## src/rtl/txq_pkg.sv

```systemverilog
package txq_pkg;
  // Bit positions inside the FIFO control byte
  localparam int unsigned CB_EN    = 0;
  localparam int unsigned CB_RXCLR = 1;
  localparam int unsigned CB_TXCLR = 2;
  localparam int unsigned CB_TRLO  = 6;
  localparam int unsigned CB_TRHI  = 7;

  typedef struct packed {
    logic       mode_chg;
    logic       rx_kill;
    logic       tx_kill;
  } fcr_act_t;
endpackage

```

## src/rtl/txq_fcr_dec.sv

```systemverilog
module txq_fcr_dec
  import txq_pkg::*;
(
  input  logic       clk,
  input  logic       rst,
  input  logic       fcr_wr,
  input  logic [7:0] fcr_wdata,
  output logic       fifo_en,
  output logic [1:0] rx_trig,
  output logic       rx_clr,
  output logic       tx_flush
);
  fcr_act_t act;

  always_comb begin
    act.mode_chg = fcr_wr && (fcr_wdata[CB_EN] != fifo_en);
    act.rx_kill  = act.mode_chg || (fcr_wr && fifo_en && fcr_wdata[CB_RXCLR]);
    act.tx_kill  = act.mode_chg || (fcr_wr && fifo_en && fcr_wdata[CB_TXCLR]);
  end

  assign tx_flush = act.tx_kill;

  always_ff @(posedge clk) begin
    if (rst) begin
      fifo_en <= 1'b0;
      rx_trig <= 2'd0;
      rx_clr  <= 1'b0;
    end else begin
      rx_clr <= act.rx_kill;
      if (fcr_wr) begin
        fifo_en <= fcr_wdata[CB_EN];
        if (fifo_en) rx_trig <= fcr_wdata[CB_TRHI:CB_TRLO];
      end
    end
  end
endmodule

```

## src/rtl/txq_store.sv

```systemverilog
module txq_store #(
  parameter int DW    = 8,
  parameter int DEPTH = 16,
  localparam int AW   = (DEPTH > 1) ? $clog2(DEPTH) : 1,
  localparam int LW   = $clog2(DEPTH + 1)
) (
  input  logic          clk,
  input  logic          rst,
  input  logic          fifo_mode,
  input  logic          flush,
  input  logic          push,
  input  logic [DW-1:0] push_data,
  input  logic          pop,
  output logic [DW-1:0] head_data,
  output logic [LW-1:0] level,
  output logic          empty_nxt
);
  logic [DW-1:0] mem [DEPTH];
  logic [AW-1:0] wr_ptr, rd_ptr;
  logic          full, push_ok, pop_ok;
  logic [LW-1:0] level_nxt;

  assign full    = fifo_mode ? (level == LW'(DEPTH)) : (level != '0);
  assign push_ok = push && !full && !flush;
  assign pop_ok  = pop && (level != '0) && !flush;

  always_comb begin
    level_nxt = level;
    if (flush) level_nxt = '0;
    else begin
      if (push_ok) level_nxt = level_nxt + LW'(1);
      if (pop_ok)  level_nxt = level_nxt - LW'(1);
    end
  end
  assign empty_nxt = (level_nxt == '0);

  // Storage without reset so it maps onto RAM
  always_ff @(posedge clk) begin
    if (push_ok) mem[wr_ptr] <= push_data;
  end

  assign head_data = mem[rd_ptr];

  always_ff @(posedge clk) begin
    if (rst || flush) begin
      wr_ptr <= '0;
      rd_ptr <= '0;
      level  <= '0;
    end else begin
      if (push_ok) wr_ptr <= (wr_ptr == AW'(DEPTH - 1)) ? '0 : wr_ptr + AW'(1);
      if (pop_ok)  rd_ptr <= (rd_ptr == AW'(DEPTH - 1)) ? '0 : rd_ptr + AW'(1);
      level <= level_nxt;
    end
  end
endmodule

```

## src/rtl/txq_shift_trk.sv

```systemverilog
module txq_shift_trk (
  input  logic clk,
  input  logic rst,
  input  logic take_ok,
  input  logic shift_done,
  output logic busy,
  output logic busy_nxt
);
  always_comb begin
    busy_nxt = busy;
    if (take_ok)         busy_nxt = 1'b1;
    else if (shift_done) busy_nxt = 1'b0;
  end

  always_ff @(posedge clk) begin
    if (rst) busy <= 1'b0;
    else     busy <= busy_nxt;
  end
endmodule

```

## src/rtl/txq_ctl.sv

```systemverilog
module txq_ctl #(
  parameter int DW    = 8,
  parameter int DEPTH = 16,
  localparam int LW   = $clog2(DEPTH + 1)
) (
  input  logic          clk,
  input  logic          rst,
  input  logic          thr_wr,
  input  logic [DW-1:0] thr_wdata,
  input  logic          fcr_wr,
  input  logic [7:0]    fcr_wdata,
  input  logic          shift_take,
  input  logic          shift_done,
  output logic          hold_valid,
  output logic [DW-1:0] hold_data,
  output logic          thre,
  output logic          temt,
  output logic          fifo_en,
  output logic [1:0]    rx_trig,
  output logic          rx_clr
);
  logic          tx_flush;
  logic [LW-1:0] tx_level;
  logic          empty_nxt;
  logic          sh_busy, busy_nxt;
  logic          take_ok;

  txq_fcr_dec u_dec (
    .clk(clk), .rst(rst), .fcr_wr(fcr_wr), .fcr_wdata(fcr_wdata),
    .fifo_en(fifo_en), .rx_trig(rx_trig), .rx_clr(rx_clr), .tx_flush(tx_flush)
  );

  assign take_ok = shift_take && !sh_busy && (tx_level != '0) && !tx_flush;

  txq_store #(.DW(DW), .DEPTH(DEPTH)) u_store (
    .clk(clk), .rst(rst), .fifo_mode(fifo_en), .flush(tx_flush),
    .push(thr_wr), .push_data(thr_wdata), .pop(take_ok),
    .head_data(hold_data), .level(tx_level), .empty_nxt(empty_nxt)
  );

  txq_shift_trk u_trk (
    .clk(clk), .rst(rst), .take_ok(take_ok), .shift_done(shift_done),
    .busy(sh_busy), .busy_nxt(busy_nxt)
  );

  assign hold_valid = (tx_level != '0);

  always_ff @(posedge clk) begin
    if (rst) begin
      thre <= 1'b1;
      temt <= 1'b1;
    end else begin
      thre <= empty_nxt;
      temt <= empty_nxt && !busy_nxt;
    end
  end
endmodule

```

## config.mk

```make
export PLATFORM = sky130hd
export DESIGN_NAME = txq_ctl
export DESIGN_NICKNAME = d
export VERILOG_FILES = /design/src/rtl/txq_pkg.sv /design/src/rtl/txq_fcr_dec.sv /design/src/rtl/txq_store.sv /design/src/rtl/txq_shift_trk.sv /design/src/rtl/txq_ctl.sv
export SDC_FILE = /design/constraint.sdc
export NUM_CORES = 1
export LEC_CHECK = 0
export BUFFER_PORTS_ARGS = -buffer_cell sky130_fd_sc_hd__buf_4
export CAP_MARGIN = 0
export CORE_ASPECT_RATIO = 1.75
export CORE_MARGIN = 2
export CORE_UTILIZATION = 50
export CTS_CLUSTER_SIZE = 14
export DETAILED_ROUTE_END_ITERATION = 6
export PLACE_DENSITY = 0.69
export SYNTH_ARGS = -nofsm -noshare
export SYNTH_HDL_FRONTEND = slang
export SYNTH_SLANG_ARGS = --single-unit
export TNS_END_PERCENT = 1
```

## constraint.sdc

```tcl
create_clock -name clk -period 6.6 [get_ports clk]
set_input_delay 1.32 -clock clk [delete_from_list [all_inputs] [get_ports clk]]
set_output_delay 1.32 -clock clk [all_outputs]
set_load 0.05 [all_outputs]
```

-- Word-level counts from Yosys, hierarchy flattened
Memories as Yosys holds them, arrays and structs flattened. A register that Yosys moved wholly into a read port is not among the register bits.
Cells that the tools add are included.
- bits in registers: 20
- bits in writable memories: 128
- bits of input ports: 22
- output and inout port bits: 15
- word-level logic and storage cells: 53
- memories kept: 1
- memories (memory ; depth ; width ; read ports ; clocked after memory_dff ; wr ports ; line ; RTL):
    u_store.mem ; 16 ; 8 ; 1 ; 1 ; 1 ; txq_store.sv:18 ; logic [DW-1:0] mem [DEPTH];
- $add $sub $neg: 4
- equal/unequal tests: 4
- mux-type cells: 13
- reductions and logical operators: 22
- operators by type and width (operator ; count):
    $mux 5 ; 4
    $mux 4 ; 4
    $logic_and 1x1->1 ; 12
    $add 4x1->4 const B ; 2
    $eq 4x4->1 const B ; 2
    $add 5x1->5 const B ; 1
    $eq 5x5->1 const B ; 1
    $logic_not 5->1 ; 1
    $mux 1 ; 5
    $reduce_bool 5->1 ; 1
    $sub 5x1->5 const B ; 1
    $logic_not 1->1 ; 4
    $logic_or 1x1->1 ; 3
    $reduce_and 2->1 ; 1
    $ne 1x1->1 ; 1

-- Logic depth before layout (Yosys ltp)
Gate-level depths: netlist of the first run.
- depth after elaboration: 12
- gate-level depth with buffers: 13
- depth with buffers taken out: 13

-- Hierarchy
Synthesis of the first run repeated with hierarchy kept, for this count alone.
- cell total of the unflattened synthesis: 339
- area, all modules: 6223.5 sq um
- modules (own cells, without submodules) (module ; instances ; cells an instance ; area each (sq um) ; seq. area each (sq um)):
    txq_store ; 1 ; 306 ; 5906.9 ; 4184.0
    txq_fcr_dec ; 1 ; 18 ; 182.7 ; 80.1
    txq_ctl ; 1 ; 10 ; 83.8 ; 40.0
    txq_shift_trk ; 1 ; 5 ; 50.0 ; 20.0

-- Worst setup path after synthesis of the first run
Ideal clock, no wire load.
- path kind: in2reg
- from: input port fcr_wr
- to: register thre
- library setup time: 128 ps
- data arrival time: 3269 ps
- data required time: 6472 ps
- setup slack: 3203 ps
- stages: 12
- buffers on the path: 2
- cell sequence: buf_2 o21a_4 and2_1 clkbuf_1 nor2_4 mux2i_1 ha_1 nand3b_1 nor2_1 and4bb_1 mux2i_1 nor3_1
- cells in the longest elaborated chain, start to end: 11
- elaborated cells between the ends (all ways): 15
- classes of those cells: add/sub (1); mux (4); reduce/logical (10)
- ends and longest elaborated chain (element ; line ; RTL):
    from (decl) ; txq_ctl.sv:10 ; input logic fcr_wr,
    $logic_and 1x1->1 (2 in a row) ; txq_fcr_dec.sv:18 ; act.tx_kill = act.mode_chg || (fcr_wr && fifo_en && fcr_wdata[CB_TXCLR]);
    $logic_or 1x1->1 * ; txq_fcr_dec.sv:18 ;
    $logic_not 1->1 ; txq_store.sv:24, txq_store.sv:25, txq_ctl.sv:33 ;
    $logic_and 1x1->1 ; txq_store.sv:24 ; assign push_ok = push && !full && !flush;
    $mux 5 ; txq_store.sv:31 ; if (push_ok) level_nxt = level_nxt + LW'(1);
    $mux 5 ; txq_store.sv:29 ; if (flush) level_nxt = '0;
    $sub 5x1->5 ; txq_store.sv:32 ; if (pop_ok) level_nxt = level_nxt - LW'(1);
    $mux 5 ; txq_store.sv:32 ;
    $mux 5 * ; txq_store.sv:29 ;
    $logic_not 5->1 * ; txq_store.sv:35 ; assign empty_nxt = (level_nxt == '0);
    to (signal assigned) ; txq_ctl.sv:53 ; thre <= empty_nxt;
    to (decl) ; txq_ctl.sv:16 ; output logic thre,
Mark *: on every way between the ends. The rest lies on a longest branch, timed or not. The select of a mux whose other input is x is not followed.
A chain may end at the register's enable or synchronous reset.

==> flow_summary.json, run 1 <==
{
  "status": "complete, no violations",
  "grt_setup_unrepaired": "false",
  "final_area_um2": 7180,
  "place_congestion": 0.833,
  "cts_root_buf": "clkbuf_16",
  "min_delay_path_depth": 2,
  "fillers": 925,
  "drive_above_1_share_pct": 28.9,
  "drc": 0,
  "syn_inst": 334,
  "dieArea_um2": 13300,
  "setup_viol": 0,
  "ir_drop_mv": 0.307,
  "dieWidth_um": 88.1,
  "slew_viol_final": 0,
  "ios": 37,
  "critical_path_class": "flip-flop to output port",
  "finalClockSkew_ps": 6.47,
  "min_path_type": "flip-flop to flip-flop",
  "start_kind": "flip-flop",
  "clkPwrFrac_pct": 36.3,
  "dpl-instance-area_um2": 6590,
  "post-route-util_pct": 59.5,
  "final_cells": 549,
  "antenna_found_initial": 0,
  "arrival_ps": 2590,
  "worstMarginPinSlew_ps": 655,
  "cts_buffer_depth": 2,
  "grt-ovfl-total": 0,
  "synth_top_area_share_pct": 62.1,
  "core_um2": 12100,
  "comb_power_share_pct": 21.9,
  "critPathSlowestCell": "mux4_2",
  "vias_per_cell": 5.57,
  "grt_pass1_wl_mm": 18.2,
  "reg2reg_slack_ps": 3700,
  "hold_buffers": 0,
  "fin_crit_sh_pct": 59.3,
  "switching_power_mw": 0.721,
  "clock.fmax_mhz": 256,
  "grt_max_degree": 33,
  "synth_seq_cells": 152,
  "drt_iter0_drc": 192,
  "synthArstFlopShare_pct": 0,
  "synth_area_um2": 6190,
  "n_antenna_cell": 0,
  "vias": 3057,
  "total_power_mw": 2.67,
  "synth_seq_area_share_pct": 69.8,
  "wl_per_cell_um": 21.7,
  "slew_headroom_pct": 55.7,
  "r2r-end": "thre",
  "p_int_mw": 1.95,
  "cts_sinks": 152,
  "cts_setup_buffers": 0,
  "synth_edf_count": 128,
  "max_stage_delay_ps": 600,
  "power_density_nw_per_um2": 372,
  "crit_chain": "buf_4, mux4_2, mux4_2, buf_4",
  "dieHeight_um": 151,
  "seq_power_share_pct": 41.8,
  "timing.rr.start": "u_store.level[0]",
  "post_synth.cell_area_avg_um2": 18.5,
  "fin_setup_tns_ps": 0,
  "crit_required_ps": 5280,
  "synth.distinct_cells": 46,
  "final_nets": 403,
  "max_cap_violations": 0,
  "ant_nets": 0,
  "rows": 53,
  "totalWireLength_mm": 11.9,
  "end_kind": "output port",
  "hold_viol": 0,
  "crit_fanout": 32,
  "start_util_pct": 51.3,
  "cts.reportedPaths.clkPinSlew_ps": 60,
  "switching_share_pct": 27.0,
  "io_buffer_count": 33,
  "rr_worst_depth": 12,
  "yosys-top-cells-area": "edfxtp_1 62%, mux4_2 15%, dfxtp_1 7.8%",
  "dp_cells": 519,
  "synth_fp_nets": 364,
  "grt_pass1_vias": 3240,
  "crit_path_end": "hold_data[1]",
  "h-tree-depth": 4,
  "synthToLayoutAreaGrowth_pct": 16.0,
  "cts_tree": "built",
  "drtPass1Iterations": 5,
  "grt_usage_pct": 19.9,
  "hpwl_mm": 7.81,
  "p_leak_nw": 2.33,
  "cts-resized-gates": 0,
  "clk_latency_ps": 410,
  "cts_buffers": 17,
  "synth_flop_cell": "edfxtp_1",
  "yosysWarnings": 0,
  "min_period_ps": 3910,
  "yosysTopAreaCell": "edfxtp_1"
}
==> critical path: cells and delay by family, from the launching register on <==
family / cells / cell delay [ps]
mux: 2 / 1120
flops: 1 / 310
buf+inv: 2 / 720
==> flip-flops by register name, indices dropped and copies added, names as in the netlist, named ones only <==
signal	flops
temt	1
thre	1
u_dec.fifo_en	1
u_dec.rx_clr	1
u_dec.rx_trig	2
u_store.level	5
u_store.mem	128
u_store.rd_ptr	4
u_store.wr_ptr	4
u_trk.busy	1
==> cells in the mapped netlist, types with 5 or more instances <==
cell type	instances
edfxtp_1	128
mux4_2	40
dfxtp_1	24
nor2_1	16
and2_1	13
nand2_1	13
a21oi_1	9
mux2i_1	9
ha_1	8
clkbuf_1	6
inv_1	6
xor2_1	5
==> logic make-up after synthesis <==
kind of cell    synth area share [%]
compound gates                  2.89
xor+xnor                        1.13
fa+ha+maj                       1.62
buf+inv                         1.54
flops                           69.8
mux                             16.0
simple gates                    6.97
==> per-stage QoR <==
step / setup WS (ps) / hold slack [ps]
detailed placement: 2880 / 462
CTS: 2610 / 470
floorplan: 3200 / 472
finish: 2690 / 463
global placement: 2900 / 448
global route: 2550 / 498
==> cell type report <==
| type | count | area (µm²) | area share [%] |
|---|---|---|---|
| flip-flops and latches | 152 | 4330 | 60.2 |
| multi-input cells | 161 | 1770 | 24.7 |
| clock buffers | 20 | 437 | 6.08 |
| repair buffers | 35 | 263 | 3.66 |
| well taps | 165 | 206 | 2.88 |
| clock inverters | 10 | 154 | 2.14 |
| inverters | 6 | 22.5 | 0.314 |
==> layout by cell type, fill, tap and decap left out, types with 4 or more instances in the layout <==
master     Yosys  final
edfxtp_1     128    128
nand3_1        4      4
and2_1        13     13
inv_1          6      6
nand2_1       13     13
mux2i_1        9      9
nor2_1        16     16
mux4_2        40     40
dfxtp_1       24     23
buf_4          1     35
a21oi_1        9      9
clkbuf_16      0     17
and4_1         4      4
ha_1           8      8
xor2_1         5      5
bufinv_16      0      4
==> per-layer routing <==
| metal | track usage [%] | part of all wire, % | vias up |
|---|---|---|---|
| met5 | 0 | 0 | - |
| met3 | 5.07 | 3.6 | 22 |
| met4 | 8.71 | 2.7 | 0 |
| li1 | - | - | 1412 |
| met2 | 34.2 | 56 | 67 |
| met1 | 23.2 | 37 | 1556 |
==> how the worst min path moves through the flow <==
stage	from	end	slack, ps
3_3_place_gp	u_dec.rx_trig[1]	u_dec.rx_trig[1]	450
2_1_floorplan	u_store.rd_ptr[3]	flip-flop	470
5_1_grt	u_dec.rx_trig[1]	u_dec.rx_trig[1]	500
3_5_place_dp	u_dec.rx_trig[1]	u_dec.rx_trig[1]	460
4_1_cts	u_dec.rx_trig[1]	u_dec.rx_trig[1]	470
6_report	u_dec.rx_trig[1]	u_dec.rx_trig[1]	460
==> power by group through the flow <==
| stage | clock (mW) | combinational [mW] | sequential (mW) |
|---|---|---|---|
| after global routing | 1.03 | 0.632 | 1.12 |
| final | 0.969 | 0.584 | 1.12 |
| after CTS | 0.984 | 0.596 | 1.12 |
| after detailed placement | 0 | 0.593 | 1.14 |
| after global placement | 0 | 0.586 | 1.13 |
| after floorplan | 0 | 0.435 | 1.15 |
Note: power is estimated with default switching activity, not from simulation.
==> inputs of run 2 (changes only) <==
--- a/config.mk
+++ b/config.mk
@@ -5,6 +5,7 @@
 export SDC_FILE = /design/constraint.sdc
 export NUM_CORES = 1
 export LEC_CHECK = 0
+export ABC_AREA = 1
 export BUFFER_PORTS_ARGS = -buffer_cell sky130_fd_sc_hd__buf_4
 export CAP_MARGIN = 0
 export CORE_ASPECT_RATIO = 1.75
@@ -12,7 +13,7 @@
 export CORE_UTILIZATION = 50
 export CTS_CLUSTER_SIZE = 14
 export DETAILED_ROUTE_END_ITERATION = 6
-export PLACE_DENSITY = 0.69
+export PLACE_DENSITY = 0.71
 export SYNTH_ARGS = -nofsm -noshare
 export SYNTH_HDL_FRONTEND = slang
 export SYNTH_SLANG_ARGS = --single-unit
==> constraint.sdc (replaced) <==
create_clock -name clk -period 3.46 [get_ports clk]
set_input_delay 0.692 -clock clk [delete_from_list [all_inputs] [get_ports clk]]
set_output_delay 0.692 -clock clk [all_outputs]
set_load 0.05 [all_outputs]
==> run 2 against run 1 <==
Sequential power up 94%. Utilization up 0.44 points. Register-to-register slack worse by 2700 ps. Worst setup slack worse by 2300 ps. Flip-flop and latch count unchanged. Non-clock buffer count up 15. Global-route usage up 0.81 points. Critical path depth up 2. Cell count up 38%. Largest cell class unchanged. Largest power group unchanged.
==> flow_summary.json, run 2 <==
{
  "yosysTopAreaCell": "edfxtp_1",
  "totalWireLength_mm": 13.2,
  "end_kind": "output port",
  "yosys-top-cells-count": "128 x edfxtp_1, 65 x inv_1, 47 x o21ai_0",
  "p_int_mw": 3.51,
  "io_buffer_count": 33,
  "synthToLayoutAreaGrowth_pct": 16.8,
  "hold_buffers": 0,
  "synth_area_um2": 6410,
  "hold_slack_ps": 469,
  "clock.fmax_mhz": 325,
  "hpwl_mm": 8.64,
  "cts_buffer_depth": 2,
  "comb_power_share_pct": 22.5,
  "grt_pass1_wl_mm": 20.7,
  "synth_seq_cells": 152,
  "synth_seq_area_share_pct": 67.4,
  "ant_nets": 0,
  "finalClockSkew_ps": 9.07,
  "final_common_cell": "edfxtp_1",
  "synth_fp_nets": 561,
  "synth_most_common_cell": "edfxtp_1",
  "drc": 0,
  "switching_share_pct": 31.0,
  "grt_setup_unrepaired": "false",
  "drtPass1Iterations": 4,
  "yosys-top-cells-area": "edfxtp_1 60%, dfxtp_1 7.5%, mux2i_1 5.0%",
  "arrival_ps": 2390,
  "synth.distinct_cells": 30,
  "switching_power_mw": 1.58,
  "post_synth.cell_area_avg_um2": 12.1,
  "seq_power_share_pct": 42.5,
  "dieHeight_um": 154,
  "cts_buffers": 17,
  "cts_sinks": 152,
  "cts_setup_buffers": 0,
  "slew_headroom_pct": 46.6,
  "crit_fanout": 66,
  "syn_inst": 531,
  "start_util_pct": 51.3,
  "place_congestion": 0.842,
  "ir_drop_mv": 0.587,
  "synthArstFlopShare_pct": 0,
  "reg_top3": "u_store.mem: 128 flops, u_store.level: 5 flops",
  "ios": 37,
  "fin_crit_sh_pct": 89.0,
  "setup_viol": 0,
  "clk_latency_ps": 410,
  "vias": 4065,
  "final_cell_mix": "128 x edfxtp_1, 65 x inv_1, 49 x buf_4",
  "min_delay_path_depth": 2,
  "fin_setup_tns_ps": 0,
  "core_um2": 12500,
  "critical_path_class": "flip-flop to output port",
  "n_antenna_cell": 0,
  "grt_pass1_vias": 4106,
  "regMostFlops": "u_store.mem",
  "rr_worst_depth": 9,
  "synth_top_area_share_pct": 59.9,
  "final_cells": 757,
  "clkPwrFrac_pct": 34.9,
  "cts_root_buf": "clkbuf_16",
  "p_leak_nw": 2.74,
  "status": "complete, no violations",
  "dieWidth_um": 89.6,
  "vias_per_cell": 5.37,
  "grt_usage_pct": 20.7,
  "h-tree-depth": 4,
  "wl_per_cell_um": 17.4,
  "ff_latch_area_um2": 4330,
  "start_kind": "flip-flop",
  "drt_iter0_drc": 316,
  "cts-resized-gates": 0,
  "worstMarginPinSlew_ps": 798,
  "slew_viol_final": 0,
  "power_density_nw_per_um2": 680,
  "grt_max_degree": 67,
  "multi_input_area_um2": 1740,
  "post-route-util_pct": 59.9,
  "dieArea_um2": 13800,
  "fillers": 984,
  "synth_flop_cell": "edfxtp_1",
  "cts.reportedPaths.clkPinSlew_ps": 60,
  "hold_viol": 0,
  "dp_cells": 726,
  "min_path_type": "primary input to flip-flop",
  "antenna_found_initial": 0,
  "synth_edf_count": 128,
  "rows": 54,
  "largest_reg_flops": 128,
  "cts_tree": "built",
  "total_power_mw": 5.09,
  "max_cap_violations": 0,
  "min_period_ps": 3080,
  "crit_required_ps": 2770,
  "drive_above_1_share_pct": 17.1,
  "grt-ovfl-total": 0,
  "final_nets": 607,
  "yosysWarnings": 0
}
==> run 2: layout make-up <==
| cell class | count | share of cell area, % |
|---|---|---|
| Clock inverter | 14 | 1.99 |
| Multi-Input combinational cell | 289 | 23.2 |
| Inverter | 67 | 3.36 |
| Sequential cell | 152 | 57.8 |
| Timing Repair Buffer | 50 | 5.18 |
| Tap cell | 168 | 2.81 |
| Clock buffer | 17 | 5.68 |
==> run 2: worst paths after layout <==
path	startpoint	endpoint	slack, ps
worst max-delay path	flip-flop	hold_data[1]	380
worst min-delay path	rst	u_dec.fifo_en	470
worst max register to register	u_store.level[0]	u_store.mem[0][4]	1020
worst min register to register	u_dec.rx_trig[0]	u_dec.rx_trig[0]	500
==> run 2: power by group through the flow <==
| stage | Sequential (mW) | Combinational, mW | Clock, mW |
|---|---|---|---|
| 2_1_floorplan | 2.18 | 0.852 | 0 |
| 3_3_place_gp | 2.20 | 1.13 | 0 |
| 3_5_place_dp | 2.20 | 1.15 | 0 |
| 4_1_cts | 2.17 | 1.16 | 1.80 |
| 5_1_grt | 2.18 | 1.25 | 1.89 |
| 6_report | 2.17 | 1.15 | 1.78 |
==> run 2: worst max-delay path: stages, from the launching register on <==
cell and delay [ps]:
dfxtp_4 870, buf_4 300, mux2i_1 210, o211ai_1 100, o211ai_1 170, nand2_1 100
buf_4 200
==> run 2: cells by family (layout without fill, tap and decap cells) <==
logic type / Yosys count / after routing / share of synthesized area [%]
multiplexers: 32 / 32 / 4.99
flip-flops: 152 / 152 / 67.4
AO/OA/AOI/OAI: 124 / 124 / 11.3
XOR/XNOR: 5 / 5 / 0.683
AND/OR/NAND/NOR: 120 / 120 / 8.58
adder cells (fa/ha/maj): 8 / 8 / 1.56
buffers and inverters: 90 / 148 / 5.48
==> run 2: through the flow <==
| stage | instance area, µm² | worst slack, ps |
|---|---|---|
| 2_1_floorplan | 6410 | 1050 |
| 3_3_place_gp | 6920 | 749 |
| 3_5_place_dp | 6920 | 676 |
| 4_1_cts | 7490 | 336 |
| 5_1_grt | 7490 | 232 |
| 6_report | 7490 | 379 |
==> run 2: metal layers <==
metal	part of all wire (%)	track usage, %
met1	38	22.8
met2	55	35.7
met3	4.3	4.40
met4	3.2	11.1
met5	0	0
==> inputs of run 3 (changes only) <==
--- a/config.mk
+++ b/config.mk
@@ -5,11 +5,9 @@
 export SDC_FILE = /design/constraint.sdc
 export NUM_CORES = 1
 export LEC_CHECK = 0
-export ABC_AREA = 1
 export BUFFER_PORTS_ARGS = -buffer_cell sky130_fd_sc_hd__buf_4
 export CAP_MARGIN = 0
 export CORE_ASPECT_RATIO = 1.75
-export CORE_MARGIN = 2
 export CORE_UTILIZATION = 50
 export CTS_CLUSTER_SIZE = 14
 export DETAILED_ROUTE_END_ITERATION = 6
==> run 3 against run 2 <==
Hold slack worse by 6.2 ps. Highest routed layer unchanged. Cell count shrank 27%. Worst setup slack got worse by 150 ps. Maximum frequency decreased by 4.6%.
==> flow_summary.json, run 3 (synthesis results as in run 1) <==
{
  "status": "complete, no violations",
  "synthToLayoutAreaGrowth_pct": 16.1,
  "wl_per_cell_um": 23.1,
  "final_common_cell": "edfxtp_1",
  "drt_iter0_drc": 233,
  "final_cell_mix": "128 x edfxtp_1, 40 x mux4_2, 35 x buf_4",
  "slew_viol_final": 0,
  "regMostFlops": "u_store.mem",
  "final_area_um2": 7190,
  "crit_chain": "buf_12, mux4_2, mux4_2, buf_4",
  "cts_tree": "built",
  "cts_buffers": 17,
  "cts.reportedPaths.clkPinSlew_ps": 60,
  "io_buffer_count": 33,
  "min_period_ps": 3230,
  "antenna_found_initial": 0,
  "end_kind": "output port",
  "hold_slack_ps": 463,
  "p_int_mw": 3.60,
  "hpwl_mm": 8.14,
  "critPathSlowestCell": "mux4_2",
  "slew_headroom_pct": 49.0,
  "max_cap_violations": 0,
  "final_nets": 404,
  "reg_top3": "u_store.mem: 128 flops, u_store.level: 5 flops",
  "ant_nets": 0,
  "hold_buffers": 0,
  "grt_setup_unrepaired": "false",
  "drive_above_1_share_pct": 29.7,
  "clkPwrFrac_pct": 35.0,
  "dpl-instance-area_um2": 6610,
  "crit_top_cell": "mux4_2",
  "final_cells": 552,
  "vias_per_cell": 5.84,
  "p_leak_nw": 2.33,
  "fin_crit_sh_pct": 93.3,
  "largest_reg_flops": 128,
  "grt_pass1_vias": 3387,
  "cp_top_family": "multiplexers",
  "rows": 53,
  "power_density_nw_per_um2": 705,
  "worstMarginPinSlew_ps": 755,
  "cts_setup_buffers": 0,
  "setup_viol": 0,
  "min_path_type": "flip-flop to flip-flop",
  "cts_root_buf": "clkbuf_16",
  "clk_latency_ps": 410,
  "n_antenna_cell": 0,
  "drc": 0,
  "grt_max_degree": 33,
  "totalWireLength_mm": 12.7,
  "crit_fanout": 25,
  "dieHeight_um": 149,
  "dieWidth_um": 86.1,
  "cts_buffer_depth": 2,
  "ir_drop_mv": 0.852,
  "dieArea_um2": 12800,
  "path_buf_inv": 2,
  "start_kind": "flip-flop",
  "grt_pass1_wl_mm": 19.3,
  "vias": 3223,
  "critical_path_class": "flip-flop to output port",
  "fin_setup_tns_ps": 0,
  "switching_share_pct": 28.9,
  "dp_cells": 520,
  "arrival_ps": 2540,
  "switching_power_mw": 1.46,
  "cts-resized-gates": 0,
  "drtPass1Iterations": 5,
  "grt-ovfl-total": 0,
  "fillers": 926,
  "max_stage_delay_ps": 540,
  "ios": 37,
  "core_um2": 12100,
  "comb_power_share_pct": 22.5,
  "finalClockSkew_ps": 6.53,
  "h-tree-depth": 4,
  "start_util_pct": 51.3,
  "clock.fmax_mhz": 310,
  "hold_viol": 0,
  "grt_usage_pct": 21.9,
  "place_congestion": 0.784,
  "seq_power_share_pct": 42.5,
  "cts_sinks": 152,
  "crit_required_ps": 2770
}
run 3: tightest hold or removal path, cell delays in order, from the launching register on:
cell and delay [ps]:
dfxtp_1 310, nand2_1 50, a21oi_1 50
run 3: per-layer routing:
layer / track usage, % / wire length [µm]
met1: 23.3 / 4590
met2: 38.8 / 7080
met3: 4.87 / 507
met4: 13.2 / 551
met5: 0 / 0
run 3: path summary, 6_finish.rpt:
kind                                  startpoint                to  slack [ps]  cells after the start
worst max-delay path                   flip-flop      hold_data[3]         230                      4
worst min-delay path            u_dec.rx_trig[0]  u_dec.rx_trig[0]         460                      2
worst max register to register  u_store.level[0]              thre         490                     12
worst min register to register  u_dec.rx_trig[0]  u_dec.rx_trig[0]         460                      2
run 3: per-stage QoR:
step                worst slack (ps)  power, mW  util [%]
finish                           232       5.07      59.5
global route                     117       5.26      59.5
CTS                              174       5.10      59.5
detailed placement               363       3.34      54.8
global placement                 440       3.32      54.8
floorplan                        651       3.02         -
run 3: layout make-up:
class | count | area, µm² | area share [%]
clock buffers | 17 | 425 | 5.92
repair buffers | 36 | 283 | 3.94
clock inverters | 15 | 151 | 2.11
multi-input cells | 161 | 1770 | 24.7
well taps | 165 | 206 | 2.87
inverters | 6 | 22.5 | 0.313
flip-flops and latches | 152 | 4330 | 60.2
run 3: power by group through the flow:
stage / Combinational (mW) / Sequential (mW) / Clock (mW)
floorplan: 0.829 / 2.19 / 0
global placement: 1.13 / 2.19 / 0
detailed placement: 1.15 / 2.19 / 0
CTS: 1.16 / 2.15 / 1.79
global route: 1.22 / 2.16 / 1.88
finish: 1.14 / 2.15 / 1.77
